--- src/rtl/etc_pkg.sv ---
package etc_pkg;

   // Number of active edges between two inversions of the divided output.
   function automatic int unsigned edges_per_flip(input int unsigned code);
      return (code == 0) ? 1 : (32'd1 << (code - 1));
   endfunction

   // Width of an edge counter that can hold edges_per_flip(max_code) - 1.
   function automatic int unsigned cnt_width(input int unsigned max_code);
      return (max_code > 1) ? (max_code - 1) : 1;
   endfunction

endpackage

--- src/rtl/etc_sync.sv ---
module etc_sync #(
   parameter int STAGES = 2
) (
   input  logic clk,
   input  logic rst_n,
   input  logic d_i,
   output logic q_o
);

   generate
      if (STAGES < 0 || STAGES > 4) begin : g_bad
         $error("etc_sync: STAGES must be 0..4");
      end
      if (STAGES == 0) begin : g_bypass
         assign q_o = d_i;
      end else if (STAGES == 1) begin : g_one
         logic stage_q;
         always_ff @(posedge clk or negedge rst_n) begin
            if (!rst_n) stage_q <= 1'b0;
            else        stage_q <= d_i;
         end
         assign q_o = stage_q;
      end else begin : g_chain
         logic [STAGES-1:0] chain_q;
         always_ff @(posedge clk or negedge rst_n) begin
            if (!rst_n) chain_q <= '0;
            else        chain_q <= {chain_q[STAGES-2:0], d_i};
         end
         assign q_o = chain_q[STAGES-1];
      end
   endgenerate

endmodule

--- src/rtl/etc_prescaler.sv ---
module etc_prescaler
   import etc_pkg::*;
#(
   parameter int CODE_W = 2
) (
   input  logic              clk,
   input  logic              rst_n,
   input  logic              lvl_i,
   input  logic [CODE_W-1:0] code_i,
   output logic              psc_o
);

   localparam int MAX_CODE = (1 << CODE_W) - 1;
   localparam int CNT_W    = cnt_width(MAX_CODE);

   logic              lvl_d;
   logic [CODE_W-1:0] code_q;
   logic [CNT_W-1:0]  cnt_q;
   logic [CNT_W-1:0]  lim;
   logic              out_q;
   logic              act_edge;
   logic              code_moved;

   assign act_edge   = lvl_i & ~lvl_d;
   assign code_moved = (code_i != code_q);

   always_comb begin
      lim = '0;
      if (code_i != '0)
         lim = CNT_W'(edges_per_flip(int'(code_i)) - 1);
   end

   always_ff @(posedge clk or negedge rst_n) begin
      if (!rst_n) begin
         lvl_d  <= 1'b0;
         code_q <= '0;
         cnt_q  <= '0;
         out_q  <= 1'b0;
      end else begin
         lvl_d  <= lvl_i;
         code_q <= code_i;
         if (code_i == '0) begin
            cnt_q <= '0;
            out_q <= lvl_i;
         end else if (code_moved) begin
            cnt_q <= '0;
         end else if (act_edge) begin
            if (cnt_q == lim) begin
               cnt_q <= '0;
               out_q <= ~out_q;
            end else begin
               cnt_q <= cnt_q + 1'b1;
            end
         end
      end
   end

   assign psc_o = out_q;

   p_pass_r2: assert property (@(posedge clk) disable iff (!rst_n)
      (code_i == '0) |=> (out_q == $past(lvl_i)));

   p_hold_r3: assert property (@(posedge clk) disable iff (!rst_n)
      (code_i != '0 && !act_edge) |=> $stable(out_q));

   p_flip_r3: assert property (@(posedge clk) disable iff (!rst_n)
      (code_i != '0 && !code_moved && act_edge && cnt_q == lim) |=> (out_q != $past(out_q)));

   p_bound_r3: assert property (@(posedge clk) disable iff (!rst_n)
      (!code_moved) |-> (cnt_q <= lim));

   p_restart_r4: assert property (@(posedge clk) disable iff (!rst_n)
      code_moved |=> (cnt_q == '0));

   p_keep_level_r4: assert property (@(posedge clk) disable iff (!rst_n)
      (code_moved && code_i != '0) |=> $stable(out_q));

endmodule

--- src/rtl/etc_edge_clk.sv ---
module etc_edge_clk (
   input  logic clk,
   input  logic rst_n,
   input  logic en_i,
   input  logic filt_i,
   output logic pulse_o
);

   logic filt_d;
   logic pulse_q;

   always_ff @(posedge clk or negedge rst_n) begin
      if (!rst_n) begin
         filt_d  <= 1'b0;
         pulse_q <= 1'b0;
      end else begin
         filt_d  <= filt_i;
         pulse_q <= en_i & filt_i & ~filt_d;
      end
   end

   assign pulse_o = pulse_q;

   p_single_r5: assert property (@(posedge clk) disable iff (!rst_n)
      pulse_q |=> !pulse_q);

   p_from_rise_r5: assert property (@(posedge clk) disable iff (!rst_n)
      pulse_q |-> $past(filt_i));

   p_off_r6: assert property (@(posedge clk) disable iff (!rst_n)
      !en_i |=> !pulse_q);

endmodule

--- src/rtl/etc_clr_mux.sv ---
module etc_clr_mux (
   input  logic sel_i,
   input  logic ded_i,
   input  logic filt_i,
   output logic clr_o
);

   always_comb begin
      unique case (sel_i)
         1'b0:    clr_o = ded_i;
         default: clr_o = filt_i;
      endcase
   end

endmodule

--- src/rtl/ext_trig_cond.sv ---
module ext_trig_cond #(
   parameter int PSC_CODE_W  = 2,
   parameter int SYNC_STAGES = 2
) (
   input  logic                  clk,
   input  logic                  rst_n,
   input  logic                  trig_pin,
   input  logic                  pol_inv,
   input  logic [PSC_CODE_W-1:0] psc_code,
   input  logic                  ecm2_en,
   input  logic                  trig_filt,
   input  logic                  clr_sel,
   input  logic                  clr_in,
   output logic                  trig_psc,
   output logic                  cnt_en,
   output logic                  clr_out
);

   generate
      if (PSC_CODE_W < 1 || PSC_CODE_W > 3) begin : g_bad_code
         $error("ext_trig_cond: PSC_CODE_W must be 1..3");
      end
   endgenerate

   logic pin_pol;
   logic pin_sync;

   assign pin_pol = trig_pin ^ pol_inv;

   etc_sync #(.STAGES(SYNC_STAGES)) u_sync (
      .clk   (clk),
      .rst_n (rst_n),
      .d_i   (pin_pol),
      .q_o   (pin_sync)
   );

   etc_prescaler #(.CODE_W(PSC_CODE_W)) u_psc (
      .clk    (clk),
      .rst_n  (rst_n),
      .lvl_i  (pin_sync),
      .code_i (psc_code),
      .psc_o  (trig_psc)
   );

   etc_edge_clk u_eclk (
      .clk     (clk),
      .rst_n   (rst_n),
      .en_i    (ecm2_en),
      .filt_i  (trig_filt),
      .pulse_o (cnt_en)
   );

   etc_clr_mux u_clr (
      .sel_i  (clr_sel),
      .ded_i  (clr_in),
      .filt_i (trig_filt),
      .clr_o  (clr_out)
   );

   p_clr_ded_r7: assert property (@(posedge clk) disable iff (!rst_n)
      !clr_sel |-> (clr_out == clr_in));

   p_clr_filt_r7: assert property (@(posedge clk) disable iff (!rst_n)
      clr_sel |-> (clr_out == trig_filt));

   p_reset_r8: assert property (@(posedge clk) disable iff (!rst_n)
      $rose(rst_n) |-> (!trig_psc && !cnt_en));

endmodule

--- config.mk ---
export PLATFORM = sky130hd
export DESIGN_NAME = ext_trig_cond
export DESIGN_NICKNAME = d
export VERILOG_FILES = /design/src/rtl/etc_pkg.sv /design/src/rtl/etc_sync.sv /design/src/rtl/etc_prescaler.sv /design/src/rtl/etc_edge_clk.sv /design/src/rtl/etc_clr_mux.sv /design/src/rtl/ext_trig_cond.sv
export SDC_FILE = /design/constraint.sdc
export NUM_CORES = 1
export LEC_CHECK = 0
export BUFFER_PORTS_ARGS = -buffer_cell sky130_fd_sc_hd__buf_4
export CORE_AREA = 5 5 42 44
export DETAILED_ROUTE_END_ITERATION = 6
export DIE_AREA = 0 0 47 49
export SETUP_SLACK_MARGIN = 0.15
export SYNTH_ARGS = -nofsm -noshare
export SYNTH_HDL_FRONTEND = slang
export SYNTH_HIERARCHICAL = 1
export SYNTH_SLANG_ARGS = --single-unit
--- constraint.sdc ---
create_clock -name clk -period 1.6 [get_ports clk]
set_input_delay 0.32 -clock clk [delete_from_list [all_inputs] [get_ports clk]]
set_output_delay 0.32 -clock clk [all_outputs]
set_load 0.01 [all_outputs]
# --- Word level (Yosys, flattened, before mapping) ---
# Cells that the tools add are included.
classes:
  addsub: 3
  multipliers: 0
  n_div: 0
  n_lt_le_gt_ge: 0
  eq_ne: 3
  shift: 1
  mux: 11
  n_bitwise: 7
  n_reduce_logical: 6
op_table:
  columns: ["operator", "n"]
  rows:
  - ["1-bit by 32-bit << shifter with 2-bit output, first input constant", 1]
  - ["2-bit two-way mux", 6]
  - ["2-bit nonzero test", 3]
  - ["1-bit two-way mux", 5]
  - ["1-bit AND", 3]
  - ["1-bit inverter", 3]
  - ["3-bit AND reduction", 1]
  - ["3-bit nonzero test", 1]
  - ["2-bit by 1-bit subtractor with 3-bit output, second input constant", 1]
  - ["2-bit by 1-bit adder with 2-bit output, second input constant", 1]
  - ["2-bit == test", 1]
  - ["2-bit logical NOT", 1]
  - ["2-bit inequality test", 1]
  - ["2-bit inequality test, second input constant", 1]
  - ["2-bit by 1-bit subtractor with 2-bit output, second input constant", 1]
  - ["1-bit XOR", 1]
totals:
  register_bits: 10
  latchBits: 0
  ramBits: 0
  mem_bits_ro: 0
  in_bits: 10
  out_inout_bits: 3
  elab_cells: 38
  n_memories: 0

# --- Depth between registers and ports, before layout ---
logic_depth:
  word_depth: 10
  mapped_depth: 5
  ltp_nobuf: 4

# --- Hierarchy ---
# The synthesis kept the hierarchy.
by_module_without_submodules:
  columns: ["module", "n_inst", "cells_each", "area_each_um2", "seq_area_each_um2"]
  rows:
  - ["etc_prescaler", 1, 38, 335.3, 150.1]
  - ["etc_edge_clk", 1, 3, 58.8, 50.0]
  - ["etc_sync", 1, 2, 50.0, 50.0]
  - ["etc_clr_mux", 1, 1, 15.0, 0.0]
  - ["ext_trig_cond", 1, 1, 8.8, 0.0]

# --- Worst setup path after synthesis ---
# Ideal clock, no wire load.
synth_timing:
  kind: "reg-to-reg"
  startpoint: "register u_sync.g_chain.chain_q[1]"
  endpoint: "register u_psc.out_q, in the netlist u_psc/psc_o"
  setup_time_ns: 0.090
  arrival_time_ns: 1.234
  required_ns: 1.510
  slack_ns: 0.276
  stages_incl_launch_ff: 5
  path_buffers: 0
  period_less_slack_ns: 1.324
  cell_sequence: "dfrtp_1 > and2b_1 > a21boi_1 > or4_1 > o2111ai_1"
synth_via:
  elab_chain_cells: 3
  word_cells_on_any_way: 4
  classes_between: "1 x mux; 1 x bitwise; 2 x reduce/logical"
synth_lines:
  columns: ["item", "line", "text"]
  rows:
  - ["start: declaration", "etc_sync.sv:24", "logic [STAGES-1:0] chain_q;"]
  - ["start signal: assignment", "etc_sync.sv:27", "else chain_q <= {chain_q[STAGES-2:0], d_i};"]
  - ["1-bit AND", "etc_prescaler.sv:24", "assign act_edge = lvl_i & ~lvl_d;"]
  - ["2-bit nonzero test (no line)", null, null]
  - ["3-bit AND reduction (no line)", null, null]
  - ["end signal: assignment", "etc_prescaler.sv:44", "out_q <= lvl_i;"]
  - ["end signal: assignment", "etc_prescaler.sv:50", "out_q <= ~out_q;"]
  - ["end: declaration", "etc_prescaler.sv:20", "logic out_q;"]
# Parallel ways exist; a longest one is shown, timed or not.
# A chain may end at the register's enable or synchronous reset.

# --- Worst setup path after layout ---
# Same ends and word-level chain as after synthesis.

==> metrics.yaml <==
r2r_cells: 4
die_w_um: 47
hold_path_depth: 1
fmax_mhz: 731
grt_max_degree: 11
dieArea_mm2: 0.00230
syn_inst: 45
synth_top_area_cell: "dfrtp_1"
finClkSkew_ns: 0.00261
hp-class: "in -> reg"
wl_per_cell_um: 11.4
rsz0062_at_grt: "no"
max_stage_delay_ns: 0.50
total_power_w: 0.000535
syn_nets: 55
tightestPinTransition_ns: 0.356
clock-sinks: 10
dpl_cell_area_um2: 574
ir_drop_v: 0.000477
row_count: 14
drtIter0Drc: 0
powerDensity_mw_per_mm2: 871
grt_overflow: 0
cts_tree: "built"
clk_latency_ns: 0.25
ant_nets: 0
final-max-slew-violation-count: 0
io_pins: 13
wl_um: 876
drt-pass1-iter-count: 1
syn_area_per_cell_um2: 10.4
start_util: 0.334
worst-endpoint-required_ns: 1.77
drive_gt1_frac: 0.279
track_usage: 0.0961
start_kind: "flip-flop"
antenna_cells: 0
cts_buffer_depth: 2
num_vias: 387
cap_violations: 0
cp_slowest_cell: "or4_1"
synth_area_um2: 468
arrival_ns: 1.54
yosysSeqAreaShare: 0.535
final_area_um2: 614
cts_max_level: 1
hold_end: "u_eclk/filt_d"
antenna_found_initial: 0
finalCritPeriodShare: 0.855
area_growth_syn_to_layout_pct: 31.3
period_needed_ns: 1.37
ys_top_cells_by_area: "dfrtp_1, o21ai_0, mux2_4"
setup_violations: 0
timing_hold_violations_final: 0
cts.clk_slew.worst_paths_ns: 0.06
ys_ff_latch: 10
viasPerCell: 5.03
timing.rr.start: "u_sync/g_chain.chain_q[1]"
path_max_fanout: 3
grt_pass1_vias: 386
cts_root_buf: "clkbuf_4"
place.gp.congestion: 0.698
min-delay-start: "trig_filt"
outcome: "finished, final reports clean"
synth_cell_type_count: 25
reg2reg_slack_ns: 0.23
path_cells: "and2b_1 -> a21boi_1 -> or4_1 -> o2111ai_1"
die_h_um: 49
core_area_mm2: 0.00140
mostFrequentLayoutCells: "buf_4, dfrtp_1, nor2_1, nand2_1"
cts_made_buffers: 3
critPathKind: "reg -> reg"
dp_hpwl_um: 680
fin_util: 0.438
p_leak_nw: 0.288
final_common_cell: "buf_4"
r2r_end: "u_psc/psc_o"
totalNegativeSetupSlack_ns: 0
yosys_warnings: 6
grt_pass1_wl_mm: 1.54
crit_path_end_kind: "flip-flop"
drcViolationCount: 0
maxSlewHeadroom: 0.761
synthDominantCellAreaShare: 0.535
port_buffers: 12
final_nets: 73
[flip-flops by register name, indices dropped and copies added, names as in the netlist]
| signal | flops |
|---|---|
| u_psc/psc_o | 1 |
| u_sync/g_chain.chain_q | 2 |
| u_psc/cnt_q | 2 |
| u_psc/lvl_d | 1 |
| u_psc/code_q | 2 |
| u_eclk/filt_d | 1 |
| u_eclk/pulse_o | 1 |
[worst max-delay path: cells and delay by family (launching register included)]
family          cells  cell delay [ns]
simple gates        2             0.68
compound gates      2             0.22
flops               1             0.39
[cell usage after synthesis, drive strengths merged]
cell      n
a31oi     1
nand4     1
o221ai    1
or3       1
dfrtp    10
or4       1
o21ai     3
a21oi     2
xor2      1
and3b     1
nor2      4
and2b     1
nand4bb   1
inv       3
mux2      1
nor3      1
o2111ai   1
a32o      1
xnor2     1
a22oi     1
or2       1
nand2     4
nor3b     1
a21boi    1
clkbuf    1
[power breakdown]
group          internal (W)   total, W  switching (W)
clock network     0.0000862   0.000160      0.0000740
registers          0.000272   0.000282      0.0000108
logic             0.0000510  0.0000923      0.0000413
total              0.000409   0.000535       0.000126
[cell type report]
cell class                      count  area (um2)
Fill cell                         144         787
Sequential cell                    10         250
Multi-Input combinational cell     31         203
Timing Repair Buffer               14         108
Clock buffer                        3        22.5
Tap cell                           16        20.0
Inverter                            3        11.3
[cells by family (layout without fill, tap and decap cells)]
family                 after synthesis  in the layout  share of synthesized area
multiplexers                         1              1                     0.0321
XOR/XNOR                             2              2                     0.0374
buffers and inverters                4             20                     0.0321
AO/OA/AOI/OAI                       11             11                      0.158
AND/OR/NAND/NOR                     17             17                      0.206
flip-flops                          10             10                      0.535
[timing repair]
item / CTS / global route
setup buffers: 0 / 1
hold endpoints to repair: 10 / 0
endpoints found under the setup margin: 0 / 1
gates resized for setup: 0 / 0
hold buffers: 1 / 0
[routing by layer]
layer  track usage  part of all wire  up-vias
met4        0.0829            0.0091        0
met1         0.116              0.45      180
met5             0                 0        -
li1              -                 -      195
met3        0.0332             0.054        2
met2         0.129              0.49       10
[worst max-delay path by stage]
stage                                         start           to  slack [ns]  cells after the start
after CTS                 u_sync/g_chain.chain_q[1]  u_psc/psc_o        0.20                      4
after global placement    u_sync/g_chain.chain_q[1]  u_psc/psc_o        0.22                      4
final                     u_sync/g_chain.chain_q[1]  u_psc/psc_o        0.23                      4
after global routing      u_sync/g_chain.chain_q[1]  u_psc/psc_o        0.17                      4
after detailed placement  u_sync/g_chain.chain_q[1]  u_psc/psc_o        0.22                      4
after floorplan           u_sync/g_chain.chain_q[1]  u_psc/psc_o        0.28                      4
[through the flow]
step | hold slack (ns) | worst slack, ns | std cells
floorplan | 0.0244 | 0.276 | 45
global placement | 0.155 | 0.220 | 72
detailed placement | 0.154 | 0.215 | 72
CTS | 0.172 | 0.201 | 76
global route | 0.176 | 0.174 | 77
finish | 0.189 | 0.232 | 77
No activity file was read; power rests on OpenSTA's default activity.
